**src/rtl/rs_fix_pkg.sv**
```systemverilog
package rs_fix_pkg;

  localparam int unsigned FIX_BLK_BYTES = 512;
  localparam int unsigned FIX_IDX_W     = 10;
  localparam int unsigned FIX_SYM_W     = 9;
  localparam int unsigned FIX_NREC      = 4;
  localparam int unsigned FIX_CNT_W     = 3;

  typedef enum logic [2:0] {
    ST_IDLE,
    ST_EVAL,
    ST_RD_LO,
    ST_WR_LO,
    ST_RD_HI,
    ST_WR_HI,
    ST_DONE
  } fix_state_e;

  // byte holding the first bit of symbol idx (1-based)
  function automatic logic [31:0] sym_byte(input logic [31:0] idx);
    logic [31:0] z;
    z = idx - 32'd1;
    return z + (z >> 3);
  endfunction

  // bit offset of that symbol within its first byte
  function automatic logic [2:0] sym_shift(input logic [31:0] idx);
    logic [31:0] z;
    z = idx - 32'd1;
    return z[2:0];
  endfunction

  function automatic logic cnt_ok(input logic [31:0] cnt, input logic [31:0] nrec);
    return (cnt >= 32'd1) && (cnt <= nrec);
  endfunction

endpackage

```
**src/rtl/rs_rec_store.sv**
```systemverilog
module rs_rec_store #(
  parameter int unsigned NREC  = 4,
  parameter int unsigned IDX_W = 10,
  parameter int unsigned SYM_W = 9,
  parameter int unsigned SEL_W = 2
) (
  input  logic                    clk,
  input  logic                    rst_n,
  input  logic                    capture,
  input  logic [NREC*IDX_W-1:0]   rec_idx,
  input  logic [NREC*SYM_W-1:0]   rec_mask,
  input  logic [SEL_W-1:0]        sel,
  output logic [IDX_W-1:0]        sel_idx,
  output logic [SYM_W-1:0]        sel_mask
);

  logic [IDX_W-1:0] idx_q  [NREC];
  logic [SYM_W-1:0] mask_q [NREC];

  for (genvar r = 0; r < NREC; r++) begin : g_rec
    always_ff @(posedge clk or negedge rst_n) begin
      if (!rst_n) begin
        idx_q[r]  <= '0;
        mask_q[r] <= '0;
      end else if (capture) begin
        idx_q[r]  <= rec_idx[r*IDX_W +: IDX_W];
        mask_q[r] <= rec_mask[r*SYM_W +: SYM_W];
      end
    end
  end

  always_comb begin
    sel_idx  = idx_q[sel];
    sel_mask = mask_q[sel];
  end

endmodule

```
**src/rtl/rs_rec_eval.sv**
```systemverilog
module rs_rec_eval
  import rs_fix_pkg::*;
#(
  parameter int unsigned IDX_W = 10,
  parameter int unsigned SYM_W = 9,
  parameter int unsigned BLK   = 512,
  parameter int unsigned ADDRW = 9
) (
  input  logic [IDX_W-1:0] idx,
  input  logic [SYM_W-1:0] mask,
  output logic             hit,
  output logic [ADDRW-1:0] tgt_addr,
  output logic [7:0]       lo_byte,
  output logic [7:0]       hi_byte,
  output logic             has_hi
);

  logic [31:0] tgt;
  logic [15:0] shifted;

  always_comb begin
    tgt      = sym_byte(32'(idx));
    shifted  = 16'(32'(mask) << sym_shift(32'(idx)));
    hit      = (idx != '0) && (tgt < 32'(BLK));
    tgt_addr = tgt[ADDRW-1:0];
    lo_byte  = shifted[7:0];
    hi_byte  = shifted[15:8];
    has_hi   = hit && (tgt != 32'(BLK - 1)) && (shifted[15:8] != 8'd0);
  end

endmodule

```
**src/rtl/rs_fix_seq.sv**
```systemverilog
module rs_fix_seq
  import rs_fix_pkg::*;
#(
  parameter int unsigned NREC  = 4,
  parameter int unsigned CNT_W = 3,
  parameter int unsigned ADDRW = 9,
  parameter int unsigned SEL_W = 2
) (
  input  logic             clk,
  input  logic             rst_n,
  input  logic             start,
  input  logic             uncorr,
  input  logic [CNT_W-1:0] err_cnt,
  input  logic             hit,
  input  logic [ADDRW-1:0] tgt_addr,
  input  logic [7:0]       lo_byte,
  input  logic [7:0]       hi_byte,
  input  logic             has_hi,
  input  logic [7:0]       mem_rdata,
  output logic [SEL_W-1:0] sel,
  output logic             capture,
  output logic             mem_rd_en,
  output logic             mem_wr_en,
  output logic [ADDRW-1:0] mem_addr,
  output logic [7:0]       mem_wdata,
  output logic             busy,
  output logic             done,
  output logic             hi_phase
);

  fix_state_e       state;
  logic [SEL_W-1:0] cur;
  logic [ADDRW-1:0] lo_addr;
  logic [7:0]       lo_q;
  logic [7:0]       hi_q;
  logic             hi_need;
  logic             suppress;
  logic             last_rec;

  assign suppress = uncorr || !cnt_ok(32'(err_cnt), 32'(NREC));
  assign last_rec = (cur == '0);
  assign capture  = start && (state == ST_IDLE);

  always_ff @(posedge clk or negedge rst_n) begin
    if (!rst_n) begin
      state   <= ST_IDLE;
      cur     <= '0;
      lo_addr <= '0;
      lo_q    <= '0;
      hi_q    <= '0;
      hi_need <= 1'b0;
    end else begin
      case (state)
        ST_IDLE: begin
          if (start) begin
            if (suppress) begin
              state <= ST_DONE;
            end else begin
              cur   <= SEL_W'(err_cnt - CNT_W'(1));
              state <= ST_EVAL;
            end
          end
        end
        ST_EVAL: begin
          if (hit) begin
            lo_addr <= tgt_addr;
            lo_q    <= lo_byte;
            hi_q    <= hi_byte;
            hi_need <= has_hi;
            state   <= ST_RD_LO;
          end else if (last_rec) begin
            state <= ST_DONE;
          end else begin
            cur <= cur - SEL_W'(1);
          end
        end
        ST_RD_LO: state <= ST_WR_LO;
        ST_WR_LO: begin
          if (hi_need) begin
            state <= ST_RD_HI;
          end else if (last_rec) begin
            state <= ST_DONE;
          end else begin
            cur   <= cur - SEL_W'(1);
            state <= ST_EVAL;
          end
        end
        ST_RD_HI: state <= ST_WR_HI;
        ST_WR_HI: begin
          if (last_rec) begin
            state <= ST_DONE;
          end else begin
            cur   <= cur - SEL_W'(1);
            state <= ST_EVAL;
          end
        end
        ST_DONE: state <= ST_IDLE;
        default: state <= ST_IDLE;
      endcase
    end
  end

  always_comb begin
    hi_phase  = (state == ST_RD_HI) || (state == ST_WR_HI);
    mem_rd_en = (state == ST_RD_LO) || (state == ST_RD_HI);
    mem_wr_en = (state == ST_WR_LO) || (state == ST_WR_HI);
    mem_addr  = hi_phase ? ADDRW'(lo_addr + ADDRW'(1)) : lo_addr;
    mem_wdata = mem_rdata ^ (hi_phase ? hi_q : lo_q);
    busy      = (state != ST_IDLE);
    done      = (state == ST_DONE);
    sel       = cur;
  end

endmodule

```
**src/rtl/rs_mask_apply.sv**
```systemverilog
module rs_mask_apply
  import rs_fix_pkg::*;
#(
  parameter int unsigned NREC  = FIX_NREC,
  parameter int unsigned IDX_W = FIX_IDX_W,
  parameter int unsigned SYM_W = FIX_SYM_W,
  parameter int unsigned BLK   = FIX_BLK_BYTES,
  parameter int unsigned CNT_W = FIX_CNT_W
) (
  input  logic                  clk,
  input  logic                  rst_n,
  input  logic                  start,
  input  logic                  uncorr,
  input  logic [CNT_W-1:0]      err_cnt,
  input  logic [NREC*IDX_W-1:0] rec_idx,
  input  logic [NREC*SYM_W-1:0] rec_mask,
  output logic                  mem_rd_en,
  output logic                  mem_wr_en,
  output logic [$clog2(BLK)-1:0] mem_addr,
  output logic [7:0]            mem_wdata,
  input  logic [7:0]            mem_rdata,
  output logic                  busy,
  output logic                  done
);

  localparam int unsigned ADDRW = $clog2(BLK);
  localparam int unsigned SEL_W = (NREC > 1) ? $clog2(NREC) : 1;

  logic [SEL_W-1:0] sel;
  logic             capture;
  logic [IDX_W-1:0] sel_idx;
  logic [SYM_W-1:0] sel_mask;
  logic             hit;
  logic [ADDRW-1:0] tgt_addr;
  logic [7:0]       lo_byte;
  logic [7:0]       hi_byte;
  logic             has_hi;
  logic             hi_phase;

  rs_rec_store #(
    .NREC(NREC), .IDX_W(IDX_W), .SYM_W(SYM_W), .SEL_W(SEL_W)
  ) u_store (
    .clk(clk), .rst_n(rst_n), .capture(capture),
    .rec_idx(rec_idx), .rec_mask(rec_mask), .sel(sel),
    .sel_idx(sel_idx), .sel_mask(sel_mask)
  );

  rs_rec_eval #(
    .IDX_W(IDX_W), .SYM_W(SYM_W), .BLK(BLK), .ADDRW(ADDRW)
  ) u_eval (
    .idx(sel_idx), .mask(sel_mask), .hit(hit), .tgt_addr(tgt_addr),
    .lo_byte(lo_byte), .hi_byte(hi_byte), .has_hi(has_hi)
  );

  rs_fix_seq #(
    .NREC(NREC), .CNT_W(CNT_W), .ADDRW(ADDRW), .SEL_W(SEL_W)
  ) u_seq (
    .clk(clk), .rst_n(rst_n), .start(start), .uncorr(uncorr),
    .err_cnt(err_cnt), .hit(hit), .tgt_addr(tgt_addr),
    .lo_byte(lo_byte), .hi_byte(hi_byte), .has_hi(has_hi),
    .mem_rdata(mem_rdata), .sel(sel), .capture(capture),
    .mem_rd_en(mem_rd_en), .mem_wr_en(mem_wr_en), .mem_addr(mem_addr),
    .mem_wdata(mem_wdata), .busy(busy), .done(done), .hi_phase(hi_phase)
  );

endmodule

```
**config.mk**
```make
export PLATFORM = sky130hd
export DESIGN_NAME = rs_mask_apply
export DESIGN_NICKNAME = d
export VERILOG_FILES = /design/src/rtl/rs_fix_pkg.sv /design/src/rtl/rs_rec_store.sv /design/src/rtl/rs_rec_eval.sv /design/src/rtl/rs_fix_seq.sv /design/src/rtl/rs_mask_apply.sv
export SDC_FILE = /design/constraint.sdc
export NUM_CORES = 1
export LEC_CHECK = 0
export BUFFER_PORTS_ARGS = -buffer_cell sky130_fd_sc_hd__buf_2
export CAP_MARGIN = 20
export CORE_UTILIZATION = 50
export CTS_CLUSTER_DIAMETER = 50
export CTS_CLUSTER_SIZE = 30
export DETAILED_ROUTE_END_ITERATION = 6
export PLACE_DENSITY = 0.84
export SLEW_MARGIN = 20
export SYNTH_ARGS = -nofsm -noshare
export SYNTH_HDL_FRONTEND = slang
export SYNTH_SLANG_ARGS = --single-unit
```
**constraint.sdc**
```tcl
create_clock -name clk -period 6.2 [get_ports clk]
set_clock_uncertainty 0.05 [all_clocks]
set_input_delay 1.24 -clock clk [delete_from_list [all_inputs] [get_ports clk]]
set_output_delay 1.24 -clock clk [all_outputs]
set_load 0.02 [all_outputs]
```
==> metrics.md <==
| Metric | Value |
|---|---|
| Type of origin of the critical path | `flip-flop` |
| Rows | `39` |
| Largest net degree at the start of global routing | `62` |
| Chip Height | `111 um` |
| Final hold vios | `0` |
| Initial antenna violation count | `0` |
| Clock buffer depth | `2` |
| Max Cap Viol | `0` |
| Synth warn | `0` |
| Setup crit end kind | `flip-flop` |
| Synthesized area per cell | `11.8 um2` |
| CTS tree | `built` |
| WP buf/inv | `2` |
| Slew Viols, Final | `0` |
| Fin Setup TNS | `0 ns` |
| # setup viols final | `0` |
| Grt total ovfl | `0` |
| TritonCTS Buffers | `9` |
| Vias in the first global route | `4360` |
| Detailed Place HPWL | `9390 um` |
| WHS Path Cells | `2` |
| Main flop type after synthesis | `dfrtp_1` |
| Initial DRC count | `322` |
| Boundary Pins | `112` |
| Setup CP Type | `flip-flop to flip-flop` |
| Failing checks | `design-rule violations` |
| Commonest non-fill, non-tap cell in the layout | `buf_2` |
| Largest area contributor in the netlist | `dfrtp_1` |
| Die Width | `111 um` |
| Mapped Cells | `504` |
| IO buf count | `111` |
| Cell area after synthesis | `5940 um2` |
| R2r setup slk | `0.77 ns` |
| Initial Util | `51.6%` |
| Postcts setup bufs | `0` |
| Status | `finished with violations` |
| CTS sink count | `107` |
| Hold wc startpoint | `u_seq.hi_q[0]` |
| Worst Path Max Fanout | `49` |
| CTS Hold Buffers Added | `0` |
| Worst path top cell family by delay | `compound AO/OA/AOI/OAI gates` |
| Top post-synthesis cells by area | `dfrtp_1 (45%), mux2_2 (16%), mux4_2 (7.2%)` |
| Area grow syn2layout | `16.3%` |
| First-pass GRT wire length | `21900 um` |
| Vias | `4339` |
| Clock root buffer | `clkbuf_16` |
| Share of cells above drive strength 1 | `40.1%` |
| Most frequent cells in the layout | `buf_2 (110), dfrtp_1 (107), mux2_2 (82), nand2_1 (41)` |
| # diodes | `0` |
| CP required | `6.38 ns` |
| Yosys top cell area share | `45.1%` |
| Final ANT Viol Nets | `0` |
| Final wirelength | `12900 um` |
| Worst-Skew Late Latency | `0.35 ns` |
| Worst-path clk slew | `0.07 ns` |
| Core area | `11500 um2` |
| PostCTS Resize Cnt | `0` |
| Worst hold endpoint | `u_seq.hi_q[0]` |
| Tcrit/Tclk final | `87.5%` |
| Seq/Total Area, Yosys | `45.1%` |
| Post-synth EDFFs | `0` |
| R2R Path Start | `u_seq.sel[1]` |
| Hold Path Class | `flip-flop to flip-flop` |
| Reg-to-Reg End | `u_seq.lo_addr[6]` |
| WP data arrival | `5.61 ns` |
| Cell Chain, Critical Path | `mux4_2 > inv_1 > ha_1 > xnor2_1 > inv_1 > ha_1 > a211oi_1 > o21a_1 > o32ai_1 > or2_2 > a2111o_2 > o41ai_1` |
| Nets | `707` |
| CP max-delay cell | `a2111o_2` |
| Max Clock Freq | `184 MHz` |
| Flops & latches, synth | `107` |
| Slew headroom | `42.1%` |
| DRC | `14` |
| Min Tclk post-route | `5.43 ns` |
| Die area | `12300 um2` |
| Ys async rst share | `100%` |
| DR pass1 iterations | `7` |
| Via-per-instance ratio | `5.78` |
| Yosys cell types | `56` |
| Routed length per instance | `17.2 um` |
| R2R cell count | `12` |
| GPL Wtd Cong | `0.862` |
| Fill count | `911` |
| Slowest stage delay, CP | `0.79 ns` |
| Max H-tree Level | `3` |
| Tightest Pin Transition | `0.862 ns` |
| RSZ-0062 raised after global routing | `false` |
| GRT Total Usage | `22.5%` |
| Mapped Nets | `608` |
==> flip-flops by register name (all words and copies together) (netlist names) <==
name	cells
u_seq.hi_q	8
u_store.idx_q	40
u_seq.hi_need	1
u_store.mask_q	36
u_seq.lo_addr	9
u_seq.state	3
u_seq.sel	2
u_seq.lo_q	8
==> Yosys cell counts, types with 4 or more instances <==
master	number
o21ai_0	22
nand3_1	9
o41ai_1	5
ha_1	12
a21oi_1	18
buf_6	5
nand2_1	41
or2_2	4
xor2_1	7
mux2_2	82
mux4_2	19
inv_1	14
o211ai_1	4
xnor2_1	22
nor3_1	10
mux2i_1	20
buf_2	4
nor2_1	20
dfrtp_1	107
clkbuf_1	16
==> metal layers <==
layer	part of all wire, %	GRT usage (%)
met1	46	32.5
met4	1.5	7.58
met2	46	33.9
met5	0	0
met3	6.7	4.65
==> tightest hold or removal path: cells and delay by family (launching register included) <==
family | cells | cell delay [ns]
AOI/OAI and AO/OA | 1 | 0.06
and+or+nand+nor | 1 | 0.05
DFF | 1 | 0.34
==> kinds of logic (layout without fill, tap and decap cells) <==
family / Yosys count / after routing / share of synthesized area (%)
xor gates and xnor gates: 29 / 29 / 4.28
adders and majority gates: 13 / 13 / 2.87
muxes: 124 / 124 / 26.7
and+or+nand+nor: 107 / 107 / 8.68
DFF: 107 / 107 / 45.1
buffers and inverters: 43 / 147 / 3.46
AOI/OAI and AO/OA: 81 / 81 / 8.91
==> layout make-up <==
type,instances,area [um2],share of cell area [%]
Tap cell,143,179,2.59
Sequential cell,107,2680,38.8
Clock inverter,5,58.8,0.852
Clock buffer,11,253,3.66
Timing Repair Buffer,117,623,9.02
Inverter,14,52.6,0.761
Multi-Input combinational cell,354,3060,44.3
==> stage by stage <==
stage / instance area, um2 / setup slack [ns] / instances / hold WS, ns / utilization (%)
floorplan: 5940 / 1.43 / 504 / 0.391 / -
global placement: 6570 / 1.11 / 734 / 0.411 / 57.0
detailed placement: 6590 / 0.978 / 735 / 0.420 / 57.3
CTS: 6910 / 0.856 / 751 / 0.437 / 60.0
global route: 6910 / 0.497 / 751 / 0.461 / 60.0
finish: 6910 / 0.774 / 751 / 0.433 / 60.0
==> worst max path at each step <==
stage            startpoint          endpoint  slack [ns]  depth (start not counted)
3_5_place_dp   u_seq.sel[1]  u_seq.lo_addr[6]        0.98                         12
2_1_floorplan  u_seq.sel[0]  u_seq.lo_addr[6]        1.43                         18
3_3_place_gp   u_seq.sel[1]      u_seq.sel[1]        1.11                         16
6_report       u_seq.sel[1]  u_seq.lo_addr[6]        0.77                         12
5_1_grt        u_seq.sel[1]  u_seq.lo_addr[6]        0.50                         12
4_1_cts        u_seq.sel[1]  u_seq.lo_addr[6]        0.86                         12
Power is left out: the tool's default activity adds up to more than one toggle a clock period on the data nets, which glitch-free logic cannot reach.
